File: config.mk
export PLATFORM = sky130hd
export DESIGN_NAME = gate_sc_monitor
export DESIGN_NICKNAME = d
export VERILOG_FILES = /design/src/rtl/gsm_pkg.sv /design/src/rtl/gsm_sync.sv /design/src/rtl/gsm_chan_timer.sv /design/src/rtl/gsm_fault_latch.sv /design/src/rtl/gate_sc_monitor.sv
export SDC_FILE = /design/constraint.sdc
export NUM_CORES = 1
export LEC_CHECK = 0
export ABC_AREA = 1
export BUFFER_PORTS_ARGS = -buffer_cell sky130_fd_sc_hd__buf_2
export CAP_MARGIN = 20
export CORE_MARGIN = 4
export CORE_UTILIZATION = 55
export DETAILED_ROUTE_END_ITERATION = 10
export HOLD_SLACK_MARGIN = 0.05
export PLACE_DENSITY = 0.76
export SYNTH_ARGS = -nofsm -noshare
export SYNTH_HDL_FRONTEND = slang
export SYNTH_SLANG_ARGS = --single-unit
File: constraint.sdc
create_clock -name clk -period 1.2 [get_ports clk]
set_input_delay 0.12 -clock clk [delete_from_list [all_inputs] [get_ports clk]]
set_output_delay 0.12 -clock clk [all_outputs]
set_load 0.01 [all_outputs]
File: src/rtl/gsm_pkg.sv
package gsm_pkg;
  typedef enum logic {
    WIN_IDLE = 1'b0,
    WIN_OPEN = 1'b1
  } win_state_e;
endpackage

File: src/rtl/gsm_sync.sv
module gsm_sync #(
  parameter int W      = 3,
  parameter int STAGES = 2
) (
  input  logic         clk,
  input  logic         rst,
  input  logic [W-1:0] din,
  output logic [W-1:0] dout
);
  logic [W-1:0] stg [STAGES];

  always_ff @(posedge clk) begin
    if (rst) begin
      for (int s = 0; s < STAGES; s++) stg[s] <= '0;
    end else begin
      stg[0] <= din;
      for (int s = 1; s < STAGES; s++) stg[s] <= stg[s-1];
    end
  end

  assign dout = stg[STAGES-1];
endmodule

File: src/rtl/gsm_chan_timer.sv
module gsm_chan_timer
  import gsm_pkg::*;
#(
  parameter int TIMEOUT_CYC = 8
) (
  input  logic clk,
  input  logic rst,
  input  logic cmd,
  input  logic sensed,
  input  logic arm,
  output logic timeout_o
);
  localparam int CW = $clog2(TIMEOUT_CYC + 1);
  localparam logic [CW-1:0] LAST = CW'(TIMEOUT_CYC - 1);

  logic          cmd_q;
  win_state_e    state;
  logic [CW-1:0] cnt;

  always_ff @(posedge clk) begin
    if (rst) begin
      cmd_q     <= 1'b0;
      state     <= WIN_IDLE;
      cnt       <= '0;
      timeout_o <= 1'b0;
    end else begin
      cmd_q     <= cmd;
      timeout_o <= 1'b0;
      if (cmd != cmd_q) begin
        state <= WIN_OPEN;
        cnt   <= '0;
      end else if (state == WIN_OPEN) begin
        if (sensed == cmd_q) begin
          state <= WIN_IDLE;
        end else if (cnt == LAST) begin
          state     <= WIN_IDLE;
          timeout_o <= arm;
        end else begin
          cnt <= cnt + CW'(1);
        end
      end
    end
  end
endmodule

File: src/rtl/gsm_fault_latch.sv
module gsm_fault_latch #(
  parameter int NUM_CH     = 3,
  parameter bit CAPTURE_EN = 1'b1
) (
  input  logic              clk,
  input  logic              rst,
  input  logic [NUM_CH-1:0] hit,
  input  logic              en_q,
  input  logic              clr,
  output logic              sts,
  output logic              irq,
  output logic              drv_en,
  output logic [NUM_CH-1:0] cap
);
  logic any_hit;
  logic do_clr;

  assign any_hit = (|hit) && en_q;
  assign do_clr  = clr && !en_q;

  always_ff @(posedge clk) begin
    if (rst) begin
      sts    <= 1'b0;
      irq    <= 1'b0;
      drv_en <= 1'b1;
    end else if (any_hit) begin
      sts    <= 1'b1;
      irq    <= 1'b1;
      drv_en <= 1'b0;
    end else if (do_clr) begin
      sts    <= 1'b0;
      irq    <= 1'b0;
      drv_en <= 1'b1;
    end
  end

  generate
    if (CAPTURE_EN) begin : g_cap
      always_ff @(posedge clk) begin
        if (rst)          cap <= '0;
        else if (any_hit) cap <= cap | hit;
        else if (do_clr)  cap <= '0;
      end
    end else begin : g_nocap
      assign cap = '0;
    end
  endgenerate
endmodule

File: src/rtl/gate_sc_monitor.sv
module gate_sc_monitor #(
  parameter int NUM_CH      = 3,
  parameter int TIMEOUT_CYC = 8,
  parameter int SYNC_STAGES = 2,
  parameter bit CAPTURE_EN  = 1'b1
) (
  input  logic              clk,
  input  logic              rst,
  input  logic [NUM_CH-1:0] cmd_lo,
  input  logic [NUM_CH-1:0] cmp_hi,
  input  logic              en_we,
  input  logic              en_wd,
  input  logic              clr_w1c,
  output logic              mon_en,
  output logic              fault_sts,
  output logic              irq,
  output logic              drv_en,
  output logic [NUM_CH-1:0] fault_chan
);
  logic [NUM_CH-1:0] cmp_s;
  logic [NUM_CH-1:0] to_hit;
  logic              en_q;

  always_ff @(posedge clk) begin
    if (rst)        en_q <= 1'b0;
    else if (en_we) en_q <= en_wd;
  end
  assign mon_en = en_q;

  gsm_sync #(.W(NUM_CH), .STAGES(SYNC_STAGES)) u_sync (
    .clk (clk),
    .rst (rst),
    .din (cmp_hi),
    .dout(cmp_s)
  );

  generate
    for (genvar i = 0; i < NUM_CH; i++) begin : g_ch
      gsm_chan_timer #(.TIMEOUT_CYC(TIMEOUT_CYC)) u_tmr (
        .clk      (clk),
        .rst      (rst),
        .cmd      (cmd_lo[i]),
        .sensed   (cmp_s[i]),
        .arm      (en_q),
        .timeout_o(to_hit[i])
      );
    end
  endgenerate

  gsm_fault_latch #(.NUM_CH(NUM_CH), .CAPTURE_EN(CAPTURE_EN)) u_latch (
    .clk   (clk),
    .rst   (rst),
    .hit   (to_hit),
    .en_q  (en_q),
    .clr   (clr_w1c),
    .sts   (fault_sts),
    .irq   (irq),
    .drv_en(drv_en),
    .cap   (fault_chan)
  );
endmodule

==> results of run 1 <==
layer usage:
| layer | up-vias | track usage | routed length [um] |
|---|---|---|---|
| met2 | 21 | 0.3226 | 1354 |
| met3 | 7 | 0.04900 | 123 |
| met1 | 565 | 0.2193 | 1323 |
| met4 | 0 | 0.1060 | 59 |
| li1 | 651 | - | - |
| met5 | - | 0 | 0 |
final cells by class:
| cell class | count | area [sq um] |
|---|---|---|
| multi-input cells | 125 | 659.4 |
| inverters | 26 | 97.59 |
| well taps | 28 | 35.03 |
| repair buffers | 31 | 215.2 |
| fillers | 165 | 519.2 |
| flip-flops and latches | 33 | 668.1 |
| clock buffers | 5 | 37.54 |
| clock inverters | 3 | 65.06 |
registers in the layout, indices dropped and copies added, names as in the netlist, 3 cells and up:
signal / flops
g_ch.u_tmr.cnt: 12
u_sync.stg: 6
g_ch.u_tmr.cmd_q: 3
g_ch.u_tmr.state: 3
g_ch.u_tmr.timeout_o: 3
u_latch.cap: 3
critical path, stage by stage, from the launching register on:
cell     delay, ns
dfxtp_2       0.36
ha_1          0.24
nand3_4       0.13
inv_2         0.05
nor2_2        0.12
nand2_1       0.06
a21oi_1       0.11
power breakdown:
group | switching (mW) | leakage, nW | total, mW | internal (mW)
logic | 0.101 | 0.460 | 0.186 | 0.0846
registers | 0.0218 | 0.272 | 1.15 | 1.13
clock network | 0.396 | 0.0552 | 1.04 | 0.645
total | 0.519 | 0.787 | 2.38 | 1.86
kinds of logic (layout without fill, tap and decap cells):
family / Yosys count / count (layout) / share of synthesized area
XOR/XNOR: 6 / 6 / 0.03808
AND/OR/NAND/NOR: 98 / 98 / 0.3119
adder cells (fa/ha/maj): 3 / 3 / 0.02720
AO/OA/AOI/OAI: 18 / 18 / 0.06528
flip-flops: 33 / 33 / 0.4787
buffers and inverters: 28 / 65 / 0.07888
repair_timing:
action,CTS,global route
endpoints found under the setup margin,0,14
hold buffers,10,0
endpoints found under the hold margin,8,0
gates resized for setup,0,17
cell usage in the layout (no fill, tap or decap), drive strengths merged, types with 3 or more instances in the layout:
master | netlist | routed
nand2 | 43 | 43
nor2 | 36 | 36
dfxtp | 33 | 33
inv | 26 | 26
buf | 1 | 21
a21oi | 16 | 16
nand3 | 14 | 14
dlygate4sd3 | 0 | 10
clkbuf | 1 | 5
xnor2 | 3 | 3
nand4 | 3 | 3
xor2 | 3 | 3
ha | 3 | 3
worst paths after layout:
path	from	cells past startpoint	end
setup reg to reg	g_ch[0].u_tmr.cnt[0]$_SDFFE_PP0P_	6	g_ch[0].u_tmr.cnt[1]$_SDFFE_PP0P_
hold / removal	u_sync.stg[0][0]$_SDFF_PP0_	2	u_sync.stg[0][3]$_SDFF_PP0_
hold reg to reg	u_sync.stg[0][0]$_SDFF_PP0_	2	u_sync.stg[0][3]$_SDFF_PP0_
setup / recovery	g_ch[0].u_tmr.cnt[0]$_SDFFE_PP0P_	6	g_ch[0].u_tmr.cnt[1]$_SDFFE_PP0P_
==> impl_metrics.py, run 1 <==
metrics = {
    "status": {
        "outcome": "completed",
    },
    "detailed_routing": {
        "drt_first_pass_iters": 4,
        "drc": 0,
        "drt-initial-drc-count": 33,
        "antenna_left": 0,
        "finalWirelength_um": 2861,
        "num_vias": 1244,
        "wire_per_inst_um": 11.40,
        "viasPerCell": 4.956,
    },
    "floorplanning": {
        "dieArea_sq_um": 3374,
        "fp.dieW_um": 58.09,
        "fp.coreArea_sq_um": 2297,
        "fp-row-count": 17,
        "boundaryPins": 18,
        "initial_core_util": 0.6008,
        "die_y_um": 58.09,
    },
    "worst_setup_path": {
        "worstPathMaxFanout": 5,
        "crit_path_start_kind": "register",
        "required_ns": 1.47,
        "critical_path_class": "register to register",
        "cp.arrival_ns": 1.41,
        "endpoint_kind": "register",
        "rrSetupSlack_ns": 0.06,
    },
    "timing": {
        "finalSetupViolCount": 0,
        "fin_skew_ns": 0.007529,
        "slew_violations": 0,
        "timing.hold.ws_ns": 0.4144,
        "max_freq_mhz": 877.0,
        "min_period_ns": 1.140,
        "rsz0062_at_grt": "true",
        "worstMarginPinSlew_ns": 0.2626,
        "period_share": 0.9502,
        "finalHoldViolCount": 0,
        "timing.final.ws_setup_ns": 0.05973,
        "max_slew_margin": 0.8247,
        "fin_tns_setup_ns": 0,
    },
    "synth": {
        "yosys.area.top_type": "dfxtp_1",
        "syn-instance-count": 186,
        "synth-main-ff-cell": "dfxtp_1",
        "synth_most_common_cell": "nand2_1",
        "synthArstFlopShare": 0,
        "yosysUniqueCellTypes": 21,
        "synth_area_sq_um": 1380,
        "synth_area_leaders": "dfxtp_1 (48%), nand2_1 (11%), nor2_1 (8.7%), a21oi_1 (5.8%), inv_1 (5.7%)",
        "ys_ff_latch": 33,
        "yosys-top-cells-count": "nand2_1 (40), dfxtp_1 (33), nor2_1 (32)",
        "synth_top_area_share": 0.4787,
        "yosysWarnings": 0,
        "syn_nets": 200,
        "avgSynthCellArea_sq_um": 7.420,
        "synth_seq_area_share": 0.4787,
        "synth_edf_count": 0,
    },
    "power_and_ir_drop": {
        "ir_worst_vdd_mv": 1.198,
        "power_mw": 2.375,
        "p_leak_nw": 0.7868,
        "cellPowerDensity_nw_per_um2": 1336,
    },
    "global_route": {
        "grt_util_all_layers": 0.1914,
        "grt_pass1_wl_um": 4940,
        "grt_pass1_vias": 1206,
        "antenna_found_initial": 0,
        "grt_max_degree": 15,
        "grt_overflow": 0,
    },
    "clocking": {
        "cts_tree": "done",
        "cts_setup_buffers": 0,
        "cts.path.max_buffers": 2,
        "numClockSinks": 33,
        "cts_buffers": 5,
        "htree_levels": 2,
        "root_buffer": "clkbuf_4",
        "insertion_delay_ns": 0.34,
        "clk_pin_slew_ns": 0.11,
    },
    "cells_and_area": {
        "nets": 236,
        "drive_gt1_frac": 0.2466,
        "post-route-cell-area_sq_um": 1778,
        "area_growth_pct": 28.83,
        "final_util": 0.7740,
        "antennaDiodeCount": 0,
        "layoutNonFillerInstCount": 251,
    },
    "worst_hold_path": {
        "worstHoldPathType": "register to register",
    },
    "place": {
        "dpl.hpwl_um": 1979,
        "routabilityCongestion": 0.8018,
        "place_ws_ns": 0.01371,
        "placed_cells": 233,
        "port_buffers": 17,
        "dpl_cell_area_sq_um": 1519,
    },
    "flow_run": {
        "maxCapViolations": 0,
    },
}
Note: power is estimated with default switching activity, not from simulation.
==> run 2: changes to the inputs <==
- PLACE_DENSITY: 0.76 -> 0.83
==> run 2 against run 1 <==
Net effect: hold slack worse by 0.0058 ns; largest cell class is now multi-input combinational cells; fmax up 1.1%; critical path type unchanged; core utilization up 0.49 points; register-to-register slack about the same; sequential cell count unchanged; clock-buffer cell count up 2; non-clock buffer count up 3.
==> impl_metrics.py, run 2 (synthesis results as in run 1) <==
metrics = {
    "detailed_routing": {
        "drt_first_pass_iters": 4,
        "wire_per_inst_um": 11.27,
        "num_vias": 1269,
        "highest_layer": "met4",
        "wl_met2_um": 1481,
        "wl_met1_um": 1152,
        "antenna_left": 0,
        "finalWirelength_um": 2862,
        "met3_length_um": 164,
        "drc": 0,
        "drt-initial-drc-count": 58,
        "viasPerCell": 4.996,
    },
    "clocking": {
        "cts_buffers": 5,
        "clk_pin_slew_ns": 0.10,
        "root_buffer": "clkbuf_4",
        "numClockSinks": 33,
        "insertion_delay_ns": 0.34,
        "htree_levels": 2,
        "cts_tree": "done",
        "cts.path.max_buffers": 2,
    },
    "worst_setup_path": {
        "critPathMostFrequentCell": "nand2_4",
        "r2r_start": "g_ch[1].u_tmr.cnt[1]$_SDFFE_PP0P_",
        "endpoint_kind": "register",
        "rrSetupSlack_ns": 0.07,
        "worstPathMaxFanout": 4,
        "r2r_end": "g_ch[1].u_tmr.cnt[3]$_SDFFE_PP0P_",
        "critical_path_class": "register to register",
        "crit_path_start_kind": "register",
        "critPathTopFamily": "flip-flops",
        "cp.arrival_ns": 1.41,
        "r2r_cells": 7,
        "cp_num_buf_inv": 1,
        "crit_chain": "ha_4, nand2_4, nor2_4, inv_2, nand2_4, nand2_2, a21oi_2",
        "crit_slowest_cell": "dfxtp_2",
        "max_stage_delay_ns": 0.37,
        "required_ns": 1.48,
    },
    "place": {
        "routabilityCongestion": 0.8081,
        "place_ws_ns": -0.02415,
        "port_buffers": 17,
        "dpl.hpwl_um": 2113,
    },
    "timing": {
        "finalSetupViolCount": 0,
        "finalHoldViolCount": 0,
        "worstMarginPinSlew_ns": 0.2679,
        "min_period_ns": 1.128,
        "slew_violations": 0,
        "rsz0062_at_grt": "true",
        "fin_tns_setup_ns": 0,
        "period_share": 0.9399,
        "timing.final.ws_setup_ns": 0.07207,
        "max_slew_margin": 0.8212,
        "fin_skew_ns": 0.01159,
        "max_freq_mhz": 886.6,
    },
    "floorplanning": {
        "fp.dieW_um": 58.09,
        "dieArea_sq_um": 3374,
        "initial_core_util": 0.6008,
        "fp-row-count": 17,
        "fp.coreArea_sq_um": 2297,
        "boundaryPins": 18,
        "die_y_um": 58.09,
    },
    "cells_and_area": {
        "reg.largest.list": "g_ch.u_tmr.cnt x12, u_sync.stg x6",
        "layout_common_cells": "nand2_1 (37), nor2_1 (30), dfxtp_1 (27)",
        "antennaDiodeCount": 0,
        "layout_commonest_cell": "nand2_1",
        "nets": 239,
        "drive_gt1_frac": 0.2788,
        "fill_cells": 148,
        "largest-register": "g_ch.u_tmr.cnt",
        "largest_reg_flops": 12,
        "area_growth_pct": 29.65,
    },
    "power_and_ir_drop": {
        "ir_worst_vdd_mv": 1.141,
        "p_leak_nw": 0.8063,
        "cellPowerDensity_nw_per_um2": 1140,
    },
    "global_route": {
        "grt_pass1_wl_um": 4919,
        "antenna_found_initial": 0,
        "grt_util_all_layers": 0.1934,
        "grt_max_degree": 15,
        "grt_overflow": 0,
        "grt_pass1_vias": 1271,
    },
    "flow_run": {
        "maxCapViolations": 0,
    },
    "worst_hold_path": {
        "worstHoldPathType": "register to register",
        "hold_end": "u_sync.stg[0][4]$_SDFF_PP0_",
        "hold_start": "u_sync.stg[0][1]$_SDFF_PP0_",
        "whs_path_depth": 2,
    },
    "status": {
        "outcome": "completed",
    },
}
## run 2: routing by layer
layer,vias to the layer above,track usage
li1,659,-
met1,573,0.1803
met2,29,0.3613
met3,8,0.08686
met4,0,0.07947
met5,-,0
## run 2: how the worst max path moves through the flow
stage / start / end / slack, ns / depth (start not counted)
6_report: g_ch[1].u_tmr.cnt[1]$_SDFFE_PP0P_ / g_ch[1].u_tmr.cnt[3]$_SDFFE_PP0P_ / 0.07 / 7
2_1_floorplan: g_ch[2].u_tmr.cnt[0]$_SDFFE_PP0P_ / g_ch[2].u_tmr.cnt[0]$_SDFFE_PP0P_ / 0.1 / 7
3_5_place_dp: g_ch[2].u_tmr.cnt[0]$_SDFFE_PP0P_ / g_ch[2].u_tmr.cnt[0]$_SDFFE_PP0P_ / -0.02 / 7
5_1_grt: g_ch[1].u_tmr.cnt[1]$_SDFFE_PP0P_ / g_ch[1].u_tmr.cnt[3]$_SDFFE_PP0P_ / -0.01 / 7
4_1_cts: g_ch[2].u_tmr.cnt[0]$_SDFFE_PP0P_ / g_ch[2].u_tmr.cnt[0]$_SDFFE_PP0P_ / 0.009 / 7
3_3_place_gp: g_ch[2].u_tmr.cnt[0]$_SDFFE_PP0P_ / g_ch[2].u_tmr.cnt[0]$_SDFFE_PP0P_ / 0.07 / 7
## run 2: worst min-delay path, delay by kind of cell, from the launching register on
family,cells,cell delay [ns]
and+or+nand+nor,1,0.03
buffers and inverters,1,0.04
DFF,1,0.31
## run 2: repair_timing
action,4_1_cts,5_1_grt
buffers inserted,0,4
endpoints found under the setup margin,5,14
hold endpoints to repair,8,0
pin swaps,0,6
gates resized for setup,3,20
hold buffers,10,0
## run 2: cell type report
class	count	area, sq um	share of cell area
Timing Repair Buffer	34	237.7	0.1329
Tap cell	28	35.03	0.01958
Inverter	26	97.59	0.05455
Clock inverter	1	5.005	0.002797
Multi-Input combinational cell	125	680.7	0.3804
Clock buffer	7	65.06	0.03636
Sequential cell	33	668.1	0.3734
## run 2: stage by stage
stage | area, sq um | total power [mW] | cells | utilization | hold WS [ns]
2_1_floorplan | 1380 | 1.268 | 186 | - | 0.1891
3_3_place_gp | 1511 | 1.314 | 232 | 0.6580 | 0.3245
3_5_place_dp | 1511 | 1.324 | 232 | 0.6580 | 0.3329
4_1_cts | 1690 | 2.042 | 250 | 0.7358 | 0.4124
5_1_grt | 1789 | 2.141 | 254 | 0.7789 | 0.4315
6_report | 1789 | 2.040 | 254 | 0.7789 | 0.4087
## run 2: power breakdown
part / internal, mW / switching [mW]
logic: 0.0932 / 0.104
registers: 1.13 / 0.0220
clock network: 0.339 / 0.355
total: 1.56 / 0.481
